## src/rtl/smbt_pkg.sv

```systemverilog
// Package: shared types for the SMBus byte-protocol target.
// Assumes: nothing beyond IEEE 1800-2017 packages.
package smbt_pkg;

    // Bus engine states
    typedef enum logic [2:0] {
        ST_IDLE,   // no transaction, SDA released
        ST_RX,     // shifting in a byte from the host
        ST_ACK,    // holding SDA low for the ninth pulse
        ST_TX,     // shifting a register byte out
        ST_WAIT    // released, ignoring bits until START/STOP
    } eng_state_t;

    // Which byte of the transaction is being received
    typedef enum logic [1:0] {
        K_ADDR,
        K_CMD,
        K_DATA,
        K_EXTRA
    } byte_kind_t;

endpackage

```

## src/rtl/smbt_deglitch.sv

```systemverilog
// Module: smbt_deglitch
// Brings one asynchronous bus line into the clock domain through two flops,
// then only lets the output follow a level held for FILT_LEN samples.
// Assumes: FILT_LEN >= 2; the idle level of the line is high.
module smbt_deglitch #(
    parameter int FILT_LEN = 3
) (
    input  logic clk,
    input  logic rst_n,
    input  logic line_i,
    output logic line_o
);
    localparam int CNT_W = $clog2(FILT_LEN + 1);

    logic [1:0]       sync_q;
    logic [CNT_W-1:0] cnt_q;

    // Two-stage synchroniser, reset to the idle level
    always_ff @(posedge clk) begin
        if (!rst_n) sync_q <= 2'b11;
        else        sync_q <= {sync_q[0], line_i};
    end

    // Count consecutive samples that differ from the output; flip when enough
    always_ff @(posedge clk) begin
        if (!rst_n) begin
            cnt_q  <= '0;
            line_o <= 1'b1;
        end else if (sync_q[1] != line_o) begin
            if (cnt_q == CNT_W'(FILT_LEN - 1)) begin
                line_o <= sync_q[1];
                cnt_q  <= '0;
            end else begin
                cnt_q <= cnt_q + 1'b1;
            end
        end else begin
            cnt_q <= '0;
        end
    end

    // a new output level must have been present at the synchroniser for two samples
    assert_filter_holds_R9: assert property (@(posedge clk) disable iff (!rst_n)
        !$stable(line_o) |-> ($past(sync_q[1]) == line_o && $past(sync_q[1], 2) == line_o));

endmodule

```

## src/rtl/smbt_regfile.sv

```systemverilog
// Module: smbt_regfile
// Register file seen by the host: one synchronous write port and one
// combinational read port, all registers cleared by reset.
// Assumes: NUM_REGS is a power of two, at least 2.
module smbt_regfile #(
    parameter int NUM_REGS = 16,
    parameter int DW       = 8,
    localparam int IDX_W   = $clog2(NUM_REGS)
) (
    input  logic             clk,
    input  logic             rst_n,
    input  logic             we,
    input  logic [IDX_W-1:0] widx,
    input  logic [DW-1:0]    wdata,
    input  logic [IDX_W-1:0] ridx,
    output logic [DW-1:0]    rdata
);
    logic [DW-1:0] mem_q [NUM_REGS];

    // One storage word per register index
    for (genvar g = 0; g < NUM_REGS; g++) begin : g_reg
        // Clear on reset, load when this index is written
        always_ff @(posedge clk) begin
            if (!rst_n)                         mem_q[g] <= '0;
            else if (we && widx == IDX_W'(g))   mem_q[g] <= wdata;
        end

        // a register not addressed by a write keeps its value
        assert_untouched_reg_R8: assert property (@(posedge clk) disable iff (!rst_n)
            !(we && widx == IDX_W'(g)) |=> $stable(mem_q[g]));
    end

    // Combinational read at the pointer
    assign rdata = mem_q[ridx];

endmodule

```

## src/rtl/smbt_bus_engine.sv

```systemverilog
// Module: smbt_bus_engine
// Decodes START/STOP and bits from the filtered lines, matches the address,
// keeps the register pointer, acknowledges bytes and shifts read data out.
// Assumes: lines already synchronised and filtered; SCL much slower than clk.
module smbt_bus_engine
    import smbt_pkg::*;
#(
    parameter logic [6:0] SLAVE_ADDR = 7'h3A,
    parameter int         IDX_W      = 4
) (
    input  logic             clk,
    input  logic             rst_n,
    input  logic             scl_f,
    input  logic             sda_f,
    input  logic [7:0]       rdata,
    output logic [IDX_W-1:0] ptr,
    output logic             we,
    output logic [7:0]       wdata,
    output logic             sda_oe
);
    eng_state_t  state;
    byte_kind_t  kind;
    logic        scl_q, sda_q;
    logic [3:0]  bitcnt;
    logic [7:0]  shreg, txsh;
    logic        go_tx;
    logic        scl_rise, scl_fall, start_ev, stop_ev, byte_done, addr_hit;

    // Previous filtered line levels for edge detection
    always_ff @(posedge clk) begin
        if (!rst_n) begin
            scl_q <= 1'b1;
            sda_q <= 1'b1;
        end else begin
            scl_q <= scl_f;
            sda_q <= sda_f;
        end
    end

    // Bus events derived from the filtered lines
    always_comb begin
        scl_rise  = scl_f & ~scl_q;
        scl_fall  = ~scl_f & scl_q;
        start_ev  = scl_f & scl_q & sda_q & ~sda_f;
        stop_ev   = scl_f & scl_q & ~sda_q & sda_f;
        byte_done = scl_fall && (bitcnt == 4'd8);
        addr_hit  = (shreg[7:1] == SLAVE_ADDR);
    end

    // Register write happens as the data byte completes
    assign we    = (state == ST_RX) && byte_done && (kind == K_DATA);
    assign wdata = shreg;

    // Transaction sequencer
    always_ff @(posedge clk) begin
        if (!rst_n) begin
            state  <= ST_IDLE;
            kind   <= K_ADDR;
            bitcnt <= '0;
            shreg  <= '0;
            txsh   <= '0;
            sda_oe <= 1'b0;
            ptr    <= '0;
            go_tx  <= 1'b0;
        end else if (start_ev) begin
            state  <= ST_RX;
            kind   <= K_ADDR;
            bitcnt <= '0;
            sda_oe <= 1'b0;
        end else if (stop_ev) begin
            state  <= ST_IDLE;
            bitcnt <= '0;
            sda_oe <= 1'b0;
        end else begin
            case (state)
                ST_RX: begin
                    if (scl_rise) begin
                        shreg  <= {shreg[6:0], sda_f};
                        bitcnt <= bitcnt + 1'b1;
                    end else if (byte_done) begin
                        bitcnt <= '0;
                        case (kind)
                            K_ADDR: begin
                                if (addr_hit) begin
                                    state  <= ST_ACK;
                                    sda_oe <= 1'b1;
                                    go_tx  <= shreg[0];
                                    kind   <= K_CMD;
                                end else begin
                                    state <= ST_WAIT;
                                end
                            end
                            K_CMD: begin
                                ptr    <= shreg[IDX_W-1:0];
                                state  <= ST_ACK;
                                sda_oe <= 1'b1;
                                go_tx  <= 1'b0;
                                kind   <= K_DATA;
                            end
                            K_DATA: begin
                                state  <= ST_ACK;
                                sda_oe <= 1'b1;
                                go_tx  <= 1'b0;
                                kind   <= K_EXTRA;
                            end
                            default: state <= ST_WAIT;
                        endcase
                    end
                end
                ST_ACK: begin
                    if (scl_fall) begin
                        if (go_tx) begin
                            state  <= ST_TX;
                            sda_oe <= ~rdata[7];
                            txsh   <= {rdata[6:0], 1'b0};
                            bitcnt <= 4'd1;
                        end else begin
                            state  <= ST_RX;
                            sda_oe <= 1'b0;
                            bitcnt <= '0;
                        end
                    end
                end
                ST_TX: begin
                    if (scl_fall) begin
                        if (bitcnt == 4'd8) begin
                            state  <= ST_WAIT;
                            sda_oe <= 1'b0;
                        end else begin
                            sda_oe <= ~txsh[7];
                            txsh   <= {txsh[6:0], 1'b0};
                            bitcnt <= bitcnt + 1'b1;
                        end
                    end
                end
                default: ;
            endcase
        end
    end

    // SDA drive only moves while the filtered clock is low
    assert_sda_moves_scl_low_R11: assert property (@(posedge clk) disable iff (!rst_n)
        !$stable(sda_oe) |-> !scl_f);

    // a START re-arms reception of an address byte with SDA released
    assert_start_rearms_R10: assert property (@(posedge clk) disable iff (!rst_n)
        start_ev |=> (state == ST_RX && kind == K_ADDR && bitcnt == 4'd0 && !sda_oe));

    // a STOP ends the transaction and releases SDA
    assert_stop_releases_R10: assert property (@(posedge clk) disable iff (!rst_n)
        stop_ev |=> (state == ST_IDLE && !sda_oe));

    // the pointer moves only when a command byte completes
    assert_ptr_on_cmd_R5: assert property (@(posedge clk) disable iff (!rst_n)
        !$stable(ptr) |-> $past(state == ST_RX && kind == K_CMD && byte_done));

    // in the ignore state SDA is never driven
    assert_wait_quiet_R3: assert property (@(posedge clk) disable iff (!rst_n)
        (state == ST_WAIT || state == ST_IDLE) |-> !sda_oe);

    // Bit counter never passes one full byte
    assert_bitcnt_bound_R4: assert property (@(posedge clk) disable iff (!rst_n)
        bitcnt <= 4'd8);

endmodule

```

## src/rtl/smb_byte_target.sv

```systemverilog
// Module: smb_byte_target
// Top level: filters both bus lines, runs the bus engine and holds the
// register file the host reads and writes.
// Assumes: SDA pad is open-drain, sda_oe high pulls it low.
module smb_byte_target #(
    parameter logic [6:0] SLAVE_ADDR = 7'h3A,
    parameter int         NUM_REGS   = 16,
    parameter int         FILT_LEN   = 3
) (
    input  logic clk,
    input  logic rst_n,
    input  logic scl_i,
    input  logic sda_i,
    output logic sda_oe
);
    localparam int IDX_W = $clog2(NUM_REGS);

    logic [1:0]       raw_lines, clean_lines;
    logic [IDX_W-1:0] ptr;
    logic             we;
    logic [7:0]       wdata, rdata;

    assign raw_lines = {scl_i, sda_i};

    // One identical filter per bus line
    for (genvar l = 0; l < 2; l++) begin : g_line
        smbt_deglitch #(.FILT_LEN(FILT_LEN)) u_filt (
            .clk    (clk),
            .rst_n  (rst_n),
            .line_i (raw_lines[l]),
            .line_o (clean_lines[l])
        );
    end

    smbt_bus_engine #(.SLAVE_ADDR(SLAVE_ADDR), .IDX_W(IDX_W)) u_eng (
        .clk    (clk),
        .rst_n  (rst_n),
        .scl_f  (clean_lines[1]),
        .sda_f  (clean_lines[0]),
        .rdata  (rdata),
        .ptr    (ptr),
        .we     (we),
        .wdata  (wdata),
        .sda_oe (sda_oe)
    );

    smbt_regfile #(.NUM_REGS(NUM_REGS), .DW(8)) u_regs (
        .clk   (clk),
        .rst_n (rst_n),
        .we    (we),
        .widx  (ptr),
        .wdata (wdata),
        .ridx  (ptr),
        .rdata (rdata)
    );

endmodule

```

## config.mk

```make
export PLATFORM = sky130hd
export DESIGN_NAME = smb_byte_target
export DESIGN_NICKNAME = d
export VERILOG_FILES = /design/src/rtl/smbt_pkg.sv /design/src/rtl/smbt_deglitch.sv /design/src/rtl/smbt_regfile.sv /design/src/rtl/smbt_bus_engine.sv /design/src/rtl/smb_byte_target.sv
export SDC_FILE = /design/constraint.sdc
export NUM_CORES = 1
export LEC_CHECK = 0
export CAP_MARGIN = 25
export CORE_AREA = 2 2 146 148
export DETAILED_ROUTE_END_ITERATION = 16
export DIE_AREA = 0 0 148 150
export GPL_TIMING_DRIVEN = 0
export PLACE_DENSITY = 0.55
export SETUP_SLACK_MARGIN = 0.1
export SLEW_MARGIN = 20
export SYNTH_ARGS = -nofsm -noshare
export SYNTH_HDL_FRONTEND = slang
export SYNTH_SLANG_ARGS = --single-unit
export TNS_END_PERCENT = 30
```

## constraint.sdc

```tcl
create_clock -name clk -period 2.9 [get_ports clk]
set_input_delay 0.58 -clock clk [delete_from_list [all_inputs] [get_ports clk]]
set_output_delay 0.58 -clock clk [all_outputs]
set_load 0.05 [all_outputs]
```

# --- After elaboration in Yosys (flattened, before gate mapping) ---
# Memories as Yosys holds them, arrays and structs flattened. A register that Yosys moved wholly into a read port is not among the register bits.
# Index checks and enable logic that the tools add are counted.
classes:
  reduce_logical: 42
  eq_ne: 42
  bitwise_logic: 35
  add_sub_neg: 3
  n_mux: 103
op_table:
  columns: ["cell", "count"]
  rows:
  - ["two-way mux 8 bit", 20]
  - ["two-way mux 1 bit", 60]
  - ["equality test 4 bit, second input constant", 9]
  - ["two-way mux 4 bit", 7]
  - ["AND reduction 6 bit", 4]
  - ["AND reduction 7 bit", 3]
  - ["logical AND 1 bit", 19]
  - ["two-way mux 3 bit", 6]
  - ["equality test 4 x 3 -> 1 bit, second input constant", 4]
  - ["!= test 4 x 1 -> 1 bit, second input constant", 4]
  - ["bitwise OR 1 bit", 16]
  - ["case mux 8 bit (2 select lines)", 1]
  - ["!= test 2 x 1 -> 1 bit, second input constant", 6]
  - ["NOT 1 bit", 12]
  - ["case mux 4 bit (3 select lines)", 1]
  - ["case mux 3 bit (3 select lines)", 1]
  - ["OR reduction 3 bit", 3]
  - ["equality test 4 x 2 -> 1 bit, second input constant", 2]
  - ["bitwise AND 1 bit", 7]
  - ["equality test 7 x 6 -> 1 bit, second input constant", 1]
  - ["equality test 2 bit, second input constant", 3]
  - ["equality test 3 x 2 -> 1 bit, second input constant", 2]
  - ["case mux 2 bit (3 select lines)", 1]
  - ["case mux 3 bit (2 select lines)", 1]
  - ["23 further kinds", 32]
totals:
  memories: 1
  register_bits: 43
  ram_bits: 128
  out_inout_bits: 1
  elab_cells: 243
  inputBits: 4
memory_table:
  columns: ["name", "words", "width", "read_ports", "rd_ports_with_merged_regs", "wr", "line", "source"]
  rows:
  - ["u_regs.mem_q", 16, 8, 1, 1, 16, "smbt_regfile.sv:18", "logic [DW-1:0] mem_q [NUM_REGS];"]

# --- Depth between registers and ports, before layout ---
depth:
  depth_word: 10
  ltp_mapped: 8
  ltp_nobuf: 6

# --- Modules after synthesis ---
# Synthesis repeated with hierarchy kept, for this count alone.
unflattened:
  cells_unflattened: 606
  hier_area_um2: 7912.6
modules_own_cells:
  columns: ["mod", "area_each_um2", "seq_area_each_um2", "n_inst", "cells_each"]
  rows:
  - ["smbt_regfile", 5945.7, 3843.7, 1, 381]
  - ["smbt_bus_engine", 1629.1, 640.6, 1, 197]
  - ["smbt_deglitch", 168.9, 100.1, 2, 14]

# --- Least setup slack after synthesis ---
# OpenSTA, ideal clock, no wires.
synth_timing:
  path_type: "reg2reg"
  start: "register u_eng.bitcnt[0]"
  end: "memory u_regs.mem_q[0][0] (enable)"
  path_slack_ns: 0.573
  t_required_ns: 2.516
  path_stages_with_launch: 7
  arrival_ns: 1.943
  setup_ns: 0.384
  path_buffers: 1
  period_less_slack_ns: 2.327
  path_cell_list: "dfxtp_1 inv_1 ha_1 and3b_1 buf_2 nand4b_4 o21ai_0"
synth_lines:
  columns: ["element", "line", "source"]
  rows:
  - ["start: declaration", "smbt_bus_engine.sv:24", "logic [3:0] bitcnt;"]
  - ["start signal: assignment", "smbt_bus_engine.sv:79", "bitcnt <= bitcnt + 1'b1;"]
  - ["start signal: assignment", "smbt_bus_engine.sv:132", "bitcnt <= bitcnt + 1'b1;"]
  - ["end: declaration", "smbt_regfile.sv:18", null]

==> results.cfg <==
[status]
outcome = finished, final reports clean

[critical_path]
required_ns = 2.96
arrival_ns = 2.78
cp-start-kind = flop
reg2regPathDepth = 6
worst_r2r_startpoint = u_eng.bitcnt[0]
reg2reg_slack_ns = 0.19
crit_fanout = 10
end_kind = flop
regToRegEndpoint = u_regs.mem_q[15][1]
path_class = reg -> reg

[global_routing]
grt.total_usage = 0.196
grtUsageMet3 = 0.0418
grt.busiest_layer = met2
use_met1 = 0.263
grt_pass1_vias = 5323
grt_antenna_before_repair = 1
grt_util_met2 = 0.313
grt_max_degree = 17
overflow = 0
grt_pass1_wl_mm = 31.5

[drt]
route.vias.total = 5378
ant_nets = 0
viasPerCell = 5.55
drt-initial-drc-count = 364
drt_wl_total_mm = 20.9
drc = 0
wl_per_cell_um = 21.5
dr.pass1.iters = 4

[floorplanning]
initial_core_util = 0.405
die_y_um = 150
rows = 53
ioPinCount = 5
die_x_um = 148
core-area_mm2 = 0.0207
dieArea_mm2 = 0.0222

[placed_design]
dpl-instance-area_mm2 = 0.00878
port_buffers = 4
gp_congestion = 0.875
preCtsSetupSlack_ns = -0.0194
place_hpwl_mm = 14.6
dp_cells = 937

[pwr]
p_clk_frac = 0.454
combPwrFrac = 0.026
powerDensity_mw_per_mm2 = 566
p_seq_frac = 0.521
intPower_mw = 4.24
p_leak_nw = 3.23
ir_drop_uv = 322
p_switching_mw = 1.10
switching_share = 0.205
power_mw = 5.34

[synthesis]
synthDistinctLibCells = 61
synth_top_cells_by_area = edfxtp_1 (46%), dfxtp_1 (11%), and2_1 (9.6%), mux2i_1 (4.1%), mux4_1 (3.8%)
synth_seq_cells = 174
syn_inst = 655
yosysWarnings = 0
synth_top_family_by_area = simple AND/OR/NAND/NOR gates
synth_compound_area_frac = 0.0740
ys.flop_type = edfxtp_1
synth.top_cell.area_share = 0.459
synth-xor-area-share = 0.00209
synthMuxAreaShare = 0.0972
syn-num-nets = 667
synth_adder_area_share = 0.0120
netlist_area_mm2 = 0.00837
seq_area_frac_synth = 0.569
async_flop_share = 0
synth_edf_count = 128
synth_top_area_cell = edfxtp_1
synth.avg_cell_area_um2 = 12.8
synth-simple-area-share = 0.215

[min_path]
worstHoldStart = g_line[0].u_filt.cnt_q[0]
hp-class = reg -> reg
holdPathEnd = g_line[0].u_filt.cnt_q[0]
hold_depth = 1

[clock_network]
tritoncts = done
root_buffer = clkbuf_16
cts_made_buffers = 17
cts_sinks = 174
cts_resized = 0
clk_latency_ns = 0.44
htreeDepth = 4
clk_pin_slew_ns = 0.07
cts_buffer_depth = 2
cts_hold_buffers = 0
postCtsSetupRepairBufs = 0

[timing]
final.setup.tns_ns = 0
clock.fmax_mhz = 369
setup_ws_ns = 0.188
hold_slack_ns = 0.408
rsz0062_at_grt = yes
worst_slew_pin_slew_ns = 0.882
fin_crit_sh = 0.935
fin_crit_ns = 2.71
hold_violations = 0
slew_headroom = 0.408
drv_slew = 0
fin_skew_ns = 0.00628
setup_viol = 0

[finish]
multiInputGateArea_mm2 = 0.00338
final_cell_mix = and2_1 (129), edfxtp_1 (128), dfxtp_1 (46)
final_common_cell = and2_1
areaGrowthSynthToFinish_pct = 12.7
fin_area_mm2 = 0.00943
antennaDiodeCount = 0
stdcell_count = 969
drive_above_1_share = 0.141
fillCellCount = 1881
final_util = 0.456
final_nets = 693
seqCellArea_mm2 = 0.00476

[run]
maxCapViolations = 0
[final cells by class]
type	count	share of cell area
sequential	174	0.505
multi-input combinational	431	0.359
clock buffer	18	0.0455
tap	275	0.0365
buffer	39	0.0227
clock inverter	14	0.0202
timing repair buffer	7	0.00663
inverter	11	0.00438
[routing by layer]
metal,vias up,wire (µm)
met5,-,0
met4,0,495
met3,35,887
met2,142,9900
met1,2728,9590
li1,2473,-
[synth_stat cells (all sizes together) (5+ instances only)]
cell and number:
a21oi 15, a22oi 12, a31oi 10, and2 129, and3 7, buf 13
clkbuf 26, dfxtp 46, edfxtp 128, ha 8, inv 11, mux2i 34
mux4 19, nand2 26, nand2b 14, nand3 12, nand4 9, nand4b 5
nor2 34, nor2b 6, nor3b 6, o21ai 39
[sequential cells by signal, indices dropped and copies added, names as in the netlist, 2 cells and up, named ones only]
| signal | count |
|---|---|
| u_regs.mem_q | 128 |
| g_line.u_filt.cnt_q | 4 |
| u_eng.bitcnt | 4 |
| u_eng.kind | 2 |
| u_eng.ptr | 4 |
| g_line.u_filt.line_o | 2 |
| u_eng.wdata | 8 |
| u_eng.txsh | 7 |
| g_line.u_filt.sync_q | 4 |
| u_eng.state | 3 |
[power groups by stage]
stage	Sequential, mW	Combinational, mW	Clock [mW]
after floorplan	2.82	0.0807	0
after global placement	2.83	0.129	0
after detailed placement	2.84	0.136	0
after CTS	2.78	0.137	2.44
after global routing	2.79	0.147	2.54
final	2.78	0.137	2.42
[worst max path at each step]
stage	from	endpoint	slack [ns]	depth (start not counted)
after floorplan	u_eng.bitcnt[0]	u_regs.mem_q[0][0]	0.57	6
after global placement	u_eng.bitcnt[0]	u_regs.mem_q[4][2]	-0.22	6
after detailed placement	rst_n	u_regs.mem_q[7][0]	-0.02	4
after CTS	u_eng.bitcnt[0]	u_regs.mem_q[6][7]	0.14	6
after global routing	u_eng.bitcnt[0]	u_regs.mem_q[15][1]	-0.009	6
final	u_eng.bitcnt[0]	u_regs.mem_q[15][1]	0.19	6
[critical path: stages (launching register included)]
cell and delay (ns):
dfxtp_1 0.33, inv_1 0.10, ha_1 0.18, and3b_1 0.24, buf_2 0.34, nand4_4 0.33, o21ai_1 0.80
[cell families after synthesis]
logic type,after synthesis
muxes,53
and+or+nand+nor,270
xor gates and xnor gates,2
buffers and inverters,50
adders and majority gates,8
DFF,174
AOI/OAI and AO/OA,98
Power figures use the tool's default switching activity.
